==> src/rtl/mapPkg.sv <==
package mapPkg;

  // Source of the byte returned to the CPU one clock after a read.
  typedef enum logic [1:0] {
    SRC_IDLE = 2'd0,
    SRC_ROM  = 2'd1,
    SRC_RAM  = 2'd2,
    SRC_FILL = 2'd3
  } srcT;

  // Region an address falls in after the priority rules.
  typedef enum logic [1:0] {
    REG_SHADOW = 2'd0,
    REG_COMMON = 2'd1,
    REG_BANK0  = 2'd2,
    REG_EMPTY  = 2'd3
  } regionT;

  // Strobes passed from control to datapath.
  typedef struct packed {
    logic romSel;
    logic ramSel;
    logic ramWr;
    srcT  rdSrc;
  } ctrlT;

endpackage

==> src/rtl/mapControl.sv <==
module mapControl
  import mapPkg::*;
#(
  parameter int ADDR_W = 16,
  parameter int BANK_W = 3,
  parameter logic [ADDR_W-1:0] SHADOW_TOP  = 16'h8000,
  parameter logic [ADDR_W-1:0] COMMON_BASE = 16'hE000
) (
  input  logic [ADDR_W-1:0] busAddr,
  input  logic              busRd,
  input  logic              busWr,
  input  logic              shadowEn,
  input  logic [BANK_W-1:0] bankSel,
  input  logic              commonEn,
  output ctrlT              ctrl
);

  logic   inShadow;
  logic   inCommon;
  logic   bankOff;
  regionT region;

  assign inShadow = shadowEn && (busAddr < SHADOW_TOP);
  assign inCommon = commonEn && (busAddr > COMMON_BASE);
  assign bankOff  = |bankSel;

  // Priority: shadow, then common area, then bank number.
  always_comb begin
    if (inShadow)      region = REG_SHADOW;
    else if (inCommon) region = REG_COMMON;
    else if (!bankOff) region = REG_BANK0;
    else               region = REG_EMPTY;
  end

  always_comb begin
    ctrl = '{romSel: 1'b0, ramSel: 1'b0, ramWr: 1'b0, rdSrc: SRC_IDLE};
    unique case (region)
      REG_SHADOW: begin
        ctrl.romSel = busRd;
        if (busRd) ctrl.rdSrc = SRC_ROM;
      end
      REG_COMMON, REG_BANK0: begin
        ctrl.ramSel = busRd || busWr;
        ctrl.ramWr  = busWr;
        if (busRd) ctrl.rdSrc = SRC_RAM;
      end
      default: begin
        if (busRd) ctrl.rdSrc = SRC_FILL;
      end
    endcase
  end

endmodule

==> src/rtl/mapDatapath.sv <==
module mapDatapath
  import mapPkg::*;
#(
  parameter int ADDR_W = 16,
  parameter int DATA_W = 8,
  parameter int ROM_AW = 11,
  parameter logic [DATA_W-1:0] FILL_BYTE = '1
) (
  input  logic              clk,
  input  logic              rstN,
  input  ctrlT              ctrl,
  input  logic [ADDR_W-1:0] busAddr,
  input  logic [DATA_W-1:0] busWdata,
  input  logic [DATA_W-1:0] romRdata,
  input  logic [DATA_W-1:0] ramRdata,
  output logic              romEn,
  output logic [ROM_AW-1:0] romAddr,
  output logic              ramEn,
  output logic              ramWe,
  output logic [ADDR_W-1:0] ramAddr,
  output logic [DATA_W-1:0] ramWdata,
  output logic [DATA_W-1:0] busRdata
);

  srcT srcQ;

  assign romEn    = ctrl.romSel;
  assign romAddr  = busAddr[ROM_AW-1:0];
  assign ramEn    = ctrl.ramSel;
  assign ramWe    = ctrl.ramSel && ctrl.ramWr;
  assign ramAddr  = busAddr;
  assign ramWdata = busWdata;

  // Remember which source answers the read that the memories see now.
  always_ff @(posedge clk or negedge rstN) begin
    if (!rstN) srcQ <= SRC_IDLE;
    else       srcQ <= ctrl.rdSrc;
  end

  always_comb begin
    unique case (srcQ)
      SRC_ROM:  busRdata = romRdata;
      SRC_RAM:  busRdata = ramRdata;
      SRC_FILL: busRdata = FILL_BYTE;
      default:  busRdata = '0;
    endcase
  end

endmodule

==> src/rtl/memMapper.sv <==
module memMapper
  import mapPkg::*;
#(
  parameter int ADDR_W = 16,
  parameter int DATA_W = 8,
  parameter int ROM_AW = 11,
  parameter int BANK_W = 3
) (
  input  logic              clk,
  input  logic              rstN,
  input  logic [ADDR_W-1:0] busAddr,
  input  logic              busRd,
  input  logic              busWr,
  input  logic [DATA_W-1:0] busWdata,
  input  logic              shadowEn,
  input  logic [BANK_W-1:0] bankSel,
  input  logic              commonEn,
  output logic              romEn,
  output logic [ROM_AW-1:0] romAddr,
  input  logic [DATA_W-1:0] romRdata,
  output logic              ramEn,
  output logic              ramWe,
  output logic [ADDR_W-1:0] ramAddr,
  output logic [DATA_W-1:0] ramWdata,
  input  logic [DATA_W-1:0] ramRdata,
  output logic [DATA_W-1:0] busRdata
);

  localparam logic [ADDR_W-1:0] SHADOW_TOP  = ADDR_W'(1) << (ADDR_W - 1);
  localparam logic [ADDR_W-1:0] COMMON_BASE = ADDR_W'(7) << (ADDR_W - 3);

  ctrlT ctrl;

  mapControl #(
    .ADDR_W(ADDR_W), .BANK_W(BANK_W),
    .SHADOW_TOP(SHADOW_TOP), .COMMON_BASE(COMMON_BASE)
  ) uCtrl (
    .busAddr(busAddr), .busRd(busRd), .busWr(busWr),
    .shadowEn(shadowEn), .bankSel(bankSel), .commonEn(commonEn),
    .ctrl(ctrl)
  );

  mapDatapath #(
    .ADDR_W(ADDR_W), .DATA_W(DATA_W), .ROM_AW(ROM_AW), .FILL_BYTE('1)
  ) uDp (
    .clk(clk), .rstN(rstN), .ctrl(ctrl),
    .busAddr(busAddr), .busWdata(busWdata),
    .romRdata(romRdata), .ramRdata(ramRdata),
    .romEn(romEn), .romAddr(romAddr),
    .ramEn(ramEn), .ramWe(ramWe), .ramAddr(ramAddr), .ramWdata(ramWdata),
    .busRdata(busRdata)
  );

endmodule

==> config.mk <==
export PLATFORM = sky130hd
export DESIGN_NAME = memMapper
export DESIGN_NICKNAME = d
export VERILOG_FILES = /design/src/rtl/mapPkg.sv /design/src/rtl/mapControl.sv /design/src/rtl/mapDatapath.sv /design/src/rtl/memMapper.sv
export SDC_FILE = /design/constraint.sdc
export NUM_CORES = 1
export LEC_CHECK = 0
export BUFFER_PORTS_ARGS = -buffer_cell sky130_fd_sc_hd__buf_2
export CORE_AREA = 8 8 54 56
export CTS_CLUSTER_DIAMETER = 30
export DETAILED_ROUTE_END_ITERATION = 10
export DIE_AREA = 0 0 62 64
export PLACE_DENSITY = 0.83
export SLEW_MARGIN = 20
export SYNTH_ARGS = -nofsm -noshare
export SYNTH_HDL_FRONTEND = slang
export SYNTH_HIERARCHICAL = 1
export SYNTH_SLANG_ARGS = --single-unit
==> constraint.sdc <==
create_clock -name clk -period 3.2 [get_ports clk]
set_clock_uncertainty 0.15 [all_clocks]
set_input_delay 0.16 -clock clk [delete_from_list [all_inputs] [get_ports clk]]
set_output_delay 0.16 -clock clk [all_outputs]
set_load 0.02 [all_outputs]
After elaboration in Yosys (flattened, before gate mapping)
Cells that the tools add are included.
{"block": "totals", "ff_bits": 2, "latchBits": 0, "ram_bits": 0, "rom_bits": 0, "inputBits": 49, "output_inout_bits": 46, "word_cells": 25, "memories": 0}
{"block": "classes", "n_addsub": 0, "multipliers": 0, "div": 0, "magnitude_cmp": 2, "n_eq_ne": 5, "n_shift": 0, "mux": 10, "bitwise_logic": 0, "reduce_logical": 7}
{"operator": "8-bit case mux with 3 select lines", "n": 1}
{"operator": "16-bit greater-than comparator, second input constant", "n": 1}
{"operator": "16-bit < comparator, second input constant", "n": 1}
{"operator": "2-bit 2-to-1 mux", "n": 5}
{"operator": "2-bit equality test, second input constant", "n": 3}
{"operator": "2-bit by 1-bit equality test with 1-bit output, second input constant", "n": 2}
{"operator": "2-bit case mux with 2 select lines", "n": 1}
{"operator": "1-bit logical AND", "n": 3}
{"operator": "1-bit 2-to-1 mux", "n": 3}
{"operator": "3-bit OR reduction", "n": 1}
{"operator": "2-bit zero test", "n": 1}
{"operator": "2-bit OR reduction", "n": 1}
{"operator": "1-bit logical OR", "n": 1}

Logic depth before layout (Yosys ltp)
{"block": "depth", "depth_word": 8, "ltp_mapped": 6, "mapped_depth_nobuf": 6}

By module
Netlist, hierarchy kept.
{"module": "mapDatapath", "n_inst": 1, "cells_per_inst": 67, "area_each_um2": 478.0, "seq_area_each_um2": 50.0}
{"module": "mapControl", "n_inst": 1, "cells_per_inst": 20, "area_each_um2": 148.9, "seq_area_each_um2": 0.0}

Least setup slack after synthesis
No wires, ideal clock.
{"block": "synth_path", "path_type": "in2out", "startpoint": "input busAddr[0]", "endpoint": "output ramWe", "arrival_ns": 1.395, "t_required_ns": 2.890, "slack_ns": 1.495, "stages": 6, "path_buffers": 0, "path_cell_list": "nor4_2 -> nand4_1 -> a21o_1 -> ha_1 -> o21a_1 -> and2_1"}
{"item": "from (decl)", "line_no": "memMapper.sv:11", "source": "input logic [ADDR_W-1:0] busAddr,"}
{"item": "to (decl)", "line_no": "memMapper.sv:22", "source": "output logic ramWe,"}

Worst setup path after layout
{"block": "layout_path", "startpoint": "input busAddr[0]", "endpoint": "output ramWe"}
{"block": "layout_via", "elab_chain_cells": 8, "word_cells_on_any_way": 11, "classes_between": "2 x order compare; 2 x eq/ne; 3 x mux; 4 x reduce/logical"}
{"item": "16-bit greater-than comparator", "line_no": "mapControl.sv:24", "source": "assign inCommon = commonEn && (busAddr > COMMON_BASE);"}
{"item": "1-bit logical AND", "line_no": "mapControl.sv:24"}
{"item": "2-bit 2-to-1 mux", "line_no": "mapControl.sv:30", "source": "else if (inCommon) region = REG_COMMON;"}
{"item": "2-bit 2-to-1 mux *", "line_no": "mapControl.sv:29", "source": "if (inShadow) region = REG_SHADOW;"}
{"item": "2-bit by 1-bit equality test with 1-bit output / 2-bit equality test (equally long branches)", "line_no": "mapControl.sv:37", "source": "unique case (region)"}
{"item": "2-bit OR reduction *"}
{"item": "2-bit 2-to-1 mux *", "line_no": "mapControl.sv:37"}
{"item": "1-bit logical AND *", "line_no": "mapDatapath.sv:30", "source": "assign ramWe = ctrl.ramSel && ctrl.ramWr;"}
Mark *: on every way between the ends. The rest lies on a longest branch, timed or not.

==> key figures <==
Critical path
  • Setup CP Type: input port to output port
  • Most common cell on crit path: buf_2
  • CP arrival: 1690 ps
  • Critical path, cell by cell: buf_2 -> nor4_2 -> nand4_1 -> a21o_1 -> ha_1 -> o21a_1 -> and2_1 -> buf_2
  • Startpoint types: input port
  • WP data required: approximately 2900 ps
  • Critical Path End Type: output port
  • Slowest cell on crit path: ha_1
  • CP Max Fanout: 4
  • Crit-path max cell delay: 310 ps

Timing
  • RSZ-0062 raised after global routing: false
  • Slew Limit Fails: 0
  • Worst slew pin tran: roughly 500 ps
  • Min cycle time layout: between 2000 and 2500 ps
  • Final period util: 0.626
  • Final setup viols: 0
  • Final Hold Viols: 0
  • Fmax achieved: ~500 MHz
  • Slew headroom: 0.671
  • Setup Total Neg Slack: 0 ps

Cells and area
  • Nets: between 150 and 200
  • Most frequent cells in the layout: buf_2, nor2_1, a21oi_1
  • N_diodes: 0
  • Most flops, register: uDp/srcQ
  • Core Util, Final: 0.366
  • Biggest regs: uDp/srcQ (2)
  • Flip-flop count of the largest register after layout: 2
  • Final Non-Filler Cells: 157
  • Layout area overhead: 23.0%
  • Commonest non-fill, non-tap cell in the layout: buf_2
  • Layout cell share with drive strength beyond 1: 0.659

Floorplanning
  • IO Count: 95
  • Die height: roughly 64 um
  • Die ar.: approximately 4000 um2
  • Initial core utilization: 0.298
  • Die W: 62 um
  • Core area: 2110 um2
  • Rows: 17

Clock tree
  • CTS buffer count: 3
  • Clk sinks: 2
  • H-tree lvl count: 1
  • Post-CTS setup buffers: 0
  • CTS tree: built
  • Clock transition at path regs: about 30 ps
  • Clk buf depth: 2
  • Root Driver: clkbuf_4

GRT
  • Met2 Use GR: 0.163
  • M3 GR Usage: 0.0760
  • Gr busiest metal: met2
  • Largest net degree at the start of global routing: 17
  • Initial antenna violation count: 0
  • First-pass GRT wire length: approximately 3000 um
  • Total overflow reported by the global router: 0
  • Met1 GRT Util: 0.0829
  • Total track usage: 0.0971
  • Number of global-route vias before repair: 701

Yosys
  • Post-synthesis sequential area ratio: 0.0798
  • Dominant synthesized flop cell: dfrtp_1
  • Post-synth net total: 138
  • Synth warn: 6
  • Mapped Cells: 87
  • Flops & latches, synth: 2
  • Fraction of registers with async set/reset: 1.00
  • Synth Area per Inst: around 7.2 um2
  • Post-Syn Area: about 630 um2
  • Yosys cell types: 17
  • Number of flops mapped to enable cells by yosys: 0

Placement
  • Post-DP HPWL: 1910 um
  • Placed cells: 153
  • Port bufs: 78
  • Gpl congestion: slightly above 0.7

Detailed routing
  • WL final: just over 2000 um
  • ANT nets after route: 0
  • Iter 0 DRT Violations: 33
  • Vias: roughly 650
  • # DRC: 0
  • Drt pass-1 iters: 2
  • Vias per Instance: between 4 and 5
  • WL/cell: about 13 um

Hold path
  • Hold Path Class: input port to flip-flop

Pwr
  • Power per cell area: between 200 and 300 nW/um2
  • Max VDD drop: 0.000113 V
  • P_leak: 0.000468 uW

Status
  • Run status: finished, final reports clean

Job
  • Maxcap violations: 0
final cells by class:
cell class | count | area, um2
sequential | 2 | 50.0
clock buffer | 3 | 22.5
multi-input combinational | 45 | 263
timing repair buffer | 79 | 400
fill | 235 | 1340
tap | 28 | 35.0
through the flow:
step / power (uW) / hold slack (ps) / setup WS, ps / instance area [um2]
final: 226 / 45.7 / 1200 / 771
after global routing: 249 / 41.5 / 1050 / 771
after CTS: 233 / 34.2 / 1160 / 771
after detailed placement: 173 / -204 / 1170 / 738
after global placement: 172 / -204 / 1190 / 738
after floorplan: 157 / -286 / 1500 / 627
worst paths after layout:
kind,end,startpoint,depth (start not counted)
setup / recovery,ramWe,busAddr[0],8
hold / removal,uDp/srcQ[0],busRd,2
max in group asynchronous,uDp/srcQ[1],rstN,2
min in group asynchronous,uDp/srcQ[0],rstN,2
cell usage after synthesis (2+ instances only):
master / n / area, um2
nor2_1: 18 / 67.6
ha_1: 2 / 25.0
nor4_2: 2 / 25.0
a21oi_2: 2 / 17.5
dfrtp_1: 2 / 50.1
a21o_1: 2 / 15.0
o21a_1: 3 / 22.5
buf_4: 37 / 278
a21oi_1: 8 / 40.0
and2_1: 3 / 18.8
nor3_1: 2 / 10.0
timing repair:
| action | CTS | global route |
|---|---|---|
| hold buffers | 1 | 0 |
| gates resized for setup | 0 | 0 |
| endpoints found under the hold margin | 2 | 0 |
cells by family (layout without fill, tap and decap cells):
group,Yosys count,in the layout,share of synthesized area
and+or+nand+nor,28,28,0.228
AOI/OAI and AO/OA,15,15,0.152
DFF,2,2,0.0798
adders and majority gates,2,2,0.0399
buffers and inverters,40,82,0.501
worst max-delay path: cells and delay by family:
kind            cells  cell delay, ps
simple gates        3             620
fa+ha+maj           1             310
compound gates      2             330
buf+inv             2             260
report_power, final:
group          internal (uW)  switching (uW)
clock                   41.3            13.2
combinational           55.9            80.5
sequential              27.8            7.77
total                    125             101
per-layer routing:
metal  vias to the layer above  part of all wire
li1                        334                 -
met1                       249              0.31
met2                        63              0.44
met3                         0              0.25
met4                         0                 0
met5                         -                 0
Power figures use the tool's default switching activity.
